[config.mk]
export PLATFORM = sky130hd
export DESIGN_NAME = interval_timer
export DESIGN_NICKNAME = d
export VERILOG_FILES = /design/src/rtl/interval_timer_pkg.sv /design/src/rtl/itmr_rst_sync.sv /design/src/rtl/itmr_regs.sv /design/src/rtl/itmr_count.sv /design/src/rtl/interval_timer.sv
export SDC_FILE = /design/constraint.sdc
export NUM_CORES = 1
export LEC_CHECK = 0
export ABC_AREA = 1
export BUFFER_PORTS_ARGS = -buffer_cell sky130_fd_sc_hd__buf_2
export CELL_PAD_IN_SITES_DETAIL_PLACEMENT = 1
export CELL_PAD_IN_SITES_GLOBAL_PLACEMENT = 1
export CORE_MARGIN = 2
export CORE_UTILIZATION = 42
export CTS_CLUSTER_DIAMETER = 150
export DETAILED_ROUTE_END_ITERATION = 8
export PLACE_DENSITY = 0.92
export SYNTH_ARGS = -nofsm -noshare
export SYNTH_HDL_FRONTEND = slang
export SYNTH_SLANG_ARGS = --single-unit
[constraint.sdc]
create_clock -name clk -period 4.2 [get_ports clk]
set_clock_uncertainty 0.15 [all_clocks]
set_input_delay 0.84 -clock clk [delete_from_list [all_inputs] [get_ports clk]]
set_output_delay 0.84 -clock clk [all_outputs]
set_load 0.005 [all_outputs]
[src/rtl/interval_timer_pkg.sv]
package interval_timer_pkg;

  typedef enum logic [1:0] {
    IDX_STAT = 2'd0,
    IDX_CTRL = 2'd1,
    IDX_PER  = 2'd2,
    IDX_SNAP = 2'd3
  } reg_idx_e;

  localparam int CTL_IE    = 0;
  localparam int CTL_CONT  = 1;
  localparam int CTL_START = 2;
  localparam int CTL_STOP  = 3;

  localparam int STS_TO  = 0;
  localparam int STS_RUN = 1;

  localparam int IDX_LSB = 2;
  localparam int IDX_W   = 2;

endpackage

[src/rtl/itmr_rst_sync.sv]
module itmr_rst_sync (
  input  logic clk,
  input  logic rst_n,
  output logic rst_sync_n
);

  logic [1:0] sync_q;

  always_ff @(posedge clk or negedge rst_n) begin
    if (!rst_n) sync_q <= 2'b00;
    else        sync_q <= {sync_q[0], 1'b1};
  end

  assign rst_sync_n = sync_q[1];

endmodule

[src/rtl/itmr_regs.sv]
module itmr_regs
  import interval_timer_pkg::*;
#(
  parameter int DATA_W = 32
) (
  input  logic              clk,
  input  logic              rst_n,
  input  logic              wr_stat,
  input  logic              wr_ctrl,
  input  logic              wr_per,
  input  logic [DATA_W-1:0] wdata,
  input  logic              expire,
  output logic [DATA_W-1:0] ctrl_q,
  output logic [DATA_W-1:0] period_q,
  output logic              to_q,
  output logic              run_q
);

  logic to_d;
  logic run_d;

  // flag: a new expiry beats an acknowledge on the same edge
  always_comb begin
    to_d = expire | (to_q & ~wr_stat);
  end

  // running: stop strobe first, then start, then one-shot expiry
  always_comb begin
    run_d = run_q;
    if (wr_ctrl && wdata[CTL_STOP])       run_d = 1'b0;
    else if (wr_ctrl && wdata[CTL_START]) run_d = 1'b1;
    else if (expire && !ctrl_q[CTL_CONT]) run_d = 1'b0;
  end

  always_ff @(posedge clk or negedge rst_n) begin
    if (!rst_n) begin
      ctrl_q   <= '0;
      period_q <= '0;
      to_q     <= 1'b0;
      run_q    <= 1'b0;
    end else begin
      if (wr_ctrl) ctrl_q   <= wdata;
      if (wr_per)  period_q <= wdata;
      to_q  <= to_d;
      run_q <= run_d;
    end
  end

endmodule

[src/rtl/itmr_count.sv]
module itmr_count #(
  parameter int DATA_W = 32
) (
  input  logic              clk,
  input  logic              rst_n,
  input  logic              run,
  input  logic              cont,
  input  logic              load_en,
  input  logic [DATA_W-1:0] load_val,
  input  logic [DATA_W-1:0] period,
  output logic [DATA_W-1:0] count,
  output logic              expire
);

  logic [DATA_W-1:0] cnt_q;
  logic [DATA_W-1:0] cnt_d;
  logic              cnt_en;

  // expiry on the edge where the count steps to zero (or already sits there)
  assign expire = run && (cnt_q[DATA_W-1:1] == '0);
  assign cnt_en = load_en | run;

  always_comb begin
    cnt_d = cnt_q;
    if (load_en)     cnt_d = load_val;
    else if (expire) cnt_d = cont ? period : '0;
    else if (run)    cnt_d = cnt_q - 1'b1;
  end

  always_ff @(posedge clk or negedge rst_n) begin
    if (!rst_n)      cnt_q <= '0;
    else if (cnt_en) cnt_q <= cnt_d;
  end

  assign count = cnt_q;

endmodule

[src/rtl/interval_timer.sv]
module interval_timer
  import interval_timer_pkg::*;
#(
  parameter int DATA_W = 32,
  parameter int ADDR_W = 5
) (
  input  logic              clk,
  input  logic              rst_n,
  input  logic              bus_sel,
  input  logic              bus_we,
  input  logic [ADDR_W-1:0] bus_addr,
  input  logic [DATA_W-1:0] bus_wdata,
  output logic [DATA_W-1:0] bus_rdata,
  output logic              irq
);

  localparam int HIGH_LSB = IDX_LSB + IDX_W;

  logic              rst_sync_n;
  logic              hit;
  reg_idx_e          idx;
  logic              wr_stat, wr_ctrl, wr_per;
  logic [DATA_W-1:0] ctrl_q, period_q, cnt_q;
  logic              to_q, run_q, expire;

  itmr_rst_sync u_rst (
    .clk        (clk),
    .rst_n      (rst_n),
    .rst_sync_n (rst_sync_n)
  );

  assign hit = (bus_addr[ADDR_W-1:HIGH_LSB] == '0);
  assign idx = reg_idx_e'(bus_addr[HIGH_LSB-1:IDX_LSB]);

  assign wr_stat = bus_sel && bus_we && hit && (idx == IDX_STAT);
  assign wr_ctrl = bus_sel && bus_we && hit && (idx == IDX_CTRL);
  assign wr_per  = bus_sel && bus_we && hit && (idx == IDX_PER);

  itmr_regs #(.DATA_W(DATA_W)) u_regs (
    .clk      (clk),
    .rst_n    (rst_sync_n),
    .wr_stat  (wr_stat),
    .wr_ctrl  (wr_ctrl),
    .wr_per   (wr_per),
    .wdata    (bus_wdata),
    .expire   (expire),
    .ctrl_q   (ctrl_q),
    .period_q (period_q),
    .to_q     (to_q),
    .run_q    (run_q)
  );

  itmr_count #(.DATA_W(DATA_W)) u_count (
    .clk      (clk),
    .rst_n    (rst_sync_n),
    .run      (run_q),
    .cont     (ctrl_q[CTL_CONT]),
    .load_en  (wr_per),
    .load_val (bus_wdata),
    .period   (period_q),
    .count    (cnt_q),
    .expire   (expire)
  );

  always_comb begin
    bus_rdata = '0;
    if (bus_sel && !bus_we && hit) begin
      unique case (idx)
        IDX_STAT: begin
          bus_rdata[STS_TO]  = to_q;
          bus_rdata[STS_RUN] = run_q;
        end
        IDX_CTRL: bus_rdata = ctrl_q;
        IDX_PER:  bus_rdata = period_q;
        IDX_SNAP: bus_rdata = cnt_q;
        default:  bus_rdata = '0;
      endcase
    end
  end

  assign irq = to_q & ctrl_q[CTL_IE];

endmodule

==> metrics.md <==
| Metric | Value |
|---|---|
| Net Sw Power | 1507 uW |
| Routed wire length | between 20000 and 25000 um |
| Crit path required time | between 3 and 4 ns |
| Netlist cell types | 35 |
| Gr usage total | 0.2755 |
| Area Growth Syn to Fin | 12.47% |
| Die ar. | 0.01642 mm2 |
| Synth Register Bits | 100 |
| DP HPWL | around 15000 um |
| Post-DRT Antenna Nets | 0 |
| Hold buffers post-CTS | 0 |
| CP startpoint kind | primary input |
| Worst Hold Slack | around 0.096 ns |
| Period utilization | 0.7748 |
| TritonCTS clock tree | built |
| IO Count | 74 |
| Via-to-Cell Ratio | 5.417 |
| Clock-pin slew on the worst setup and hold paths | 0.07 ns |
| Clock buffer count from CTS | 9 |
| Achievable Freq | ~0.3 GHz |
| Min Tclk post-route | about 3.3 ns |
| Post-synth ARST share | 1.000 |
| Initial antenna violation count | 0 |
| Post-Syn Instances | approximately 1000 |
| Clock network latency to the later pin of the worst-skew pair | 0.36 ns |
| Leakage | around 0.0041 uW |
| Die height | between 100 and 150 um |
| Clock sink count | 100 |
| Fin. Hold Viols | 0 |
| DR DRC count | 0 |
| Post-synthesis sequential area ratio | 0.3867 |
| CP max FO | 17 |
| Crit Path Class | in2out |
| Vias in the first global route | 7055 |
| Post-CTS setup buffers | 0 |
| GPL Wtd Cong | between 0.9 and 1 |
| GRT overflow | 0 |
| Synth warn | 0 |
| Slew of the pin with the lowest slew margin | around 0.95 ns |
| Avg WL per Cell | 17.30 um |
| Longest Clk Path Bufs | 2 |
| Slew margin rel. | 0.3638 |
| MaxCap Viol Count | 0 |
| Largest net degree at the start of global routing | a little under 70 |
| Avg Inst Size Synth | about 6.5 um2 |
| Initial Utilization | 0.4273 |
| Fill cell count | 2074 |
| Row count | 45 |
| Synth Net Count | slightly above 1000 |
| # diodes | 0 |
| Reg2reg setup slack | around 1.5 ns |
| Core ar. | 0.01515 mm2 |
| Clk pwr share | 0.251 |
| Gate power share | 0.343 |
| DR vias | 6701 |
| Total iterations of the first detailed-routing run | 7 |
| Top_reg_cell synth | dfrtp_1 |
| Post-CTS sizing | 0 |
| Sw Share | 0.4084 |
| Post-synth EDFFs | 0 |
| Worst ir drop on vdd | about 230 uV |
| CTS root buf | clkbuf_16 |
| Layout cells sized above 1 | 0.1144 |
| Layout net count | approximately 1100 |
| Unrepaired setup endpoints after global routing | false |
| Sequential Power Share | 0.407 |
| H-tree depth | 3 |
| First-pass GRT wire length | ~36000 um |
| Starting DRT DRC Count | roughly 480 |
| Setup TNS | 0 ns |
| Register area | roughly 0.0025 mm2 |
| Min-Delay Path Class | in2async |
| Area of the multi-input gates | 0.003147 mm2 |
| Setup-failing EPs final | 0 |
| IO Port Bufs | 71 |
| PwrDens | about 500 mW/mm2 |
| Max Transition Viols Final | 0 |
| Cell Area, Synth | 0.006471 mm2 |
| Internal | between 2000 and 2500 uW |
| Status | complete, no violations |
| Crit path arrival time | about 2.3 ns |
| Critical path endpoint category | output pin |
| Chip width | between 100 and 150 um |
-- cell usage after synthesis, drive strengths merged (3+ instances only) --
library cell  count  area share
nor2            116       0.077
clkbuf           19       0.011
o21ai            52       0.040
xor2             11       0.015
buf              23       0.019
o22ai             7      0.0068
dfrtp           100        0.39
a21oi            13       0.011
o211ai            7      0.0081
a21o              3      0.0035
nand2           359        0.21
o21bai            3      0.0035
nand4            34       0.033
nand3            43       0.033
inv             167       0.097
nor3              3      0.0023
o221ai           23       0.031
-- final timing paths --
| path | from | end | cells past startpoint |
|---|---|---|---|
| max | bus_we | bus_rdata[2] | 7 |
| min | rst_n | u_rst.sync_q[1] | 1 |
| max reg2reg | u_count.count[13] | u_count.count[1] | 10 |
| min reg2reg | u_rst.sync_q[0] | u_rst.sync_q[1] | 0 |
| max in group asynchronous | u_rst.sync_q[1] | u_count.count[3] | 1 |
| min in group clk | u_rst.sync_q[0] | u_rst.sync_q[1] | 0 |
-- worst max-delay path: stages --
cell and delay (ns):
buf_2 0.10, nand3b_1 0.21, nor2_2 0.50, buf_4 0.35, nand2_1 0.09, inv_1 0.06, buf_2 0.10
-- cell usage in the layout (no fill, tap or decap), types with 4 or more instances in the layout --
master       n
nand2_1    352
buf_2       71
clkbuf_16    9
o21ai_1      5
dfrtp_1     99
nor2_4       5
inv_2        4
buf_4       11
nand3_1     43
o21ai_0     47
xor2_1      11
nand4_1     34
inv_1      163
nor2_2       5
a21oi_1     12
o211ai_1     7
o22ai_1      7
nand2_2      6
nor2_1     105
o221ai_1    23
-- through the flow --
step | cell area [um2] | total power (uW) | std cells | util | worst slack [ns]
after global routing | 7278 | 3956 | 1237 | 0.4805 | 0.7355
after floorplan | 6471 | 2335 | 993 | - | 1.058
after detailed placement | 6960 | 2736 | 1221 | 0.4596 | 0.9007
final | 7278 | 3691 | 1237 | 0.4805 | 0.9458
after CTS | 7278 | 3681 | 1237 | 0.4805 | 0.8981
after global placement | 6960 | 2652 | 1221 | 0.4596 | 0.9814
-- final cells by class --
cell class | instances | share of cell area
clock inverter | 5 | 0.01169
tap | 188 | 0.03232
sequential | 100 | 0.3443
multi-input combinational | 682 | 0.4324
clock buffer | 11 | 0.03198
timing repair buffer | 82 | 0.06017
inverter | 169 | 0.08716
-- logic make-up (layout without fill, tap and decap cells) --
family	count (synthesis)	in the layout	share of synthesized area
AO/OA/AOI/OAI	112	112	0.1089
AND/OR/NAND/NOR	557	557	0.3592
XOR/XNOR	11	11	0.01489
buffers and inverters	211	267	0.1278
adder cells (fa/ha/maj)	1	1	0.001933
other	1	1	0.0005795
flip-flops	100	100	0.3867
-- power by group through the flow --
| stage | clock (uW) | sequential, uW | combinational (uW) |
|---|---|---|---|
| finish | 925 | 1500 | 1270 |
| global route | 977 | 1530 | 1450 |
| CTS | 933 | 1490 | 1260 |
| detailed placement | 0 | 1510 | 1230 |
| global placement | 0 | 1490 | 1160 |
| floorplan | 0 | 1420 | 911 |
-- layer usage --
metal | wire [um] | GRT usage | part of all wire | up-vias
li1 | - | - | - | 3185
met3 | 1043 | 0.03881 | 0.049 | 35
met1 | 9830 | 0.3683 | 0.46 | 3310
met5 | 0 | 0 | 0 | -
met4 | 459 | 0.09502 | 0.021 | 0
met2 | 10060 | 0.4599 | 0.47 | 171
-- flip-flops by register name, summed over array words and instances, names as in the netlist --
name             count
u_regs.run_q         1
u_regs.period_q     32
u_rst.sync_q         2
u_regs.ctrl_q       32
u_regs.to_q          1
u_count.count       32
(Power assumes the default switching activity.)
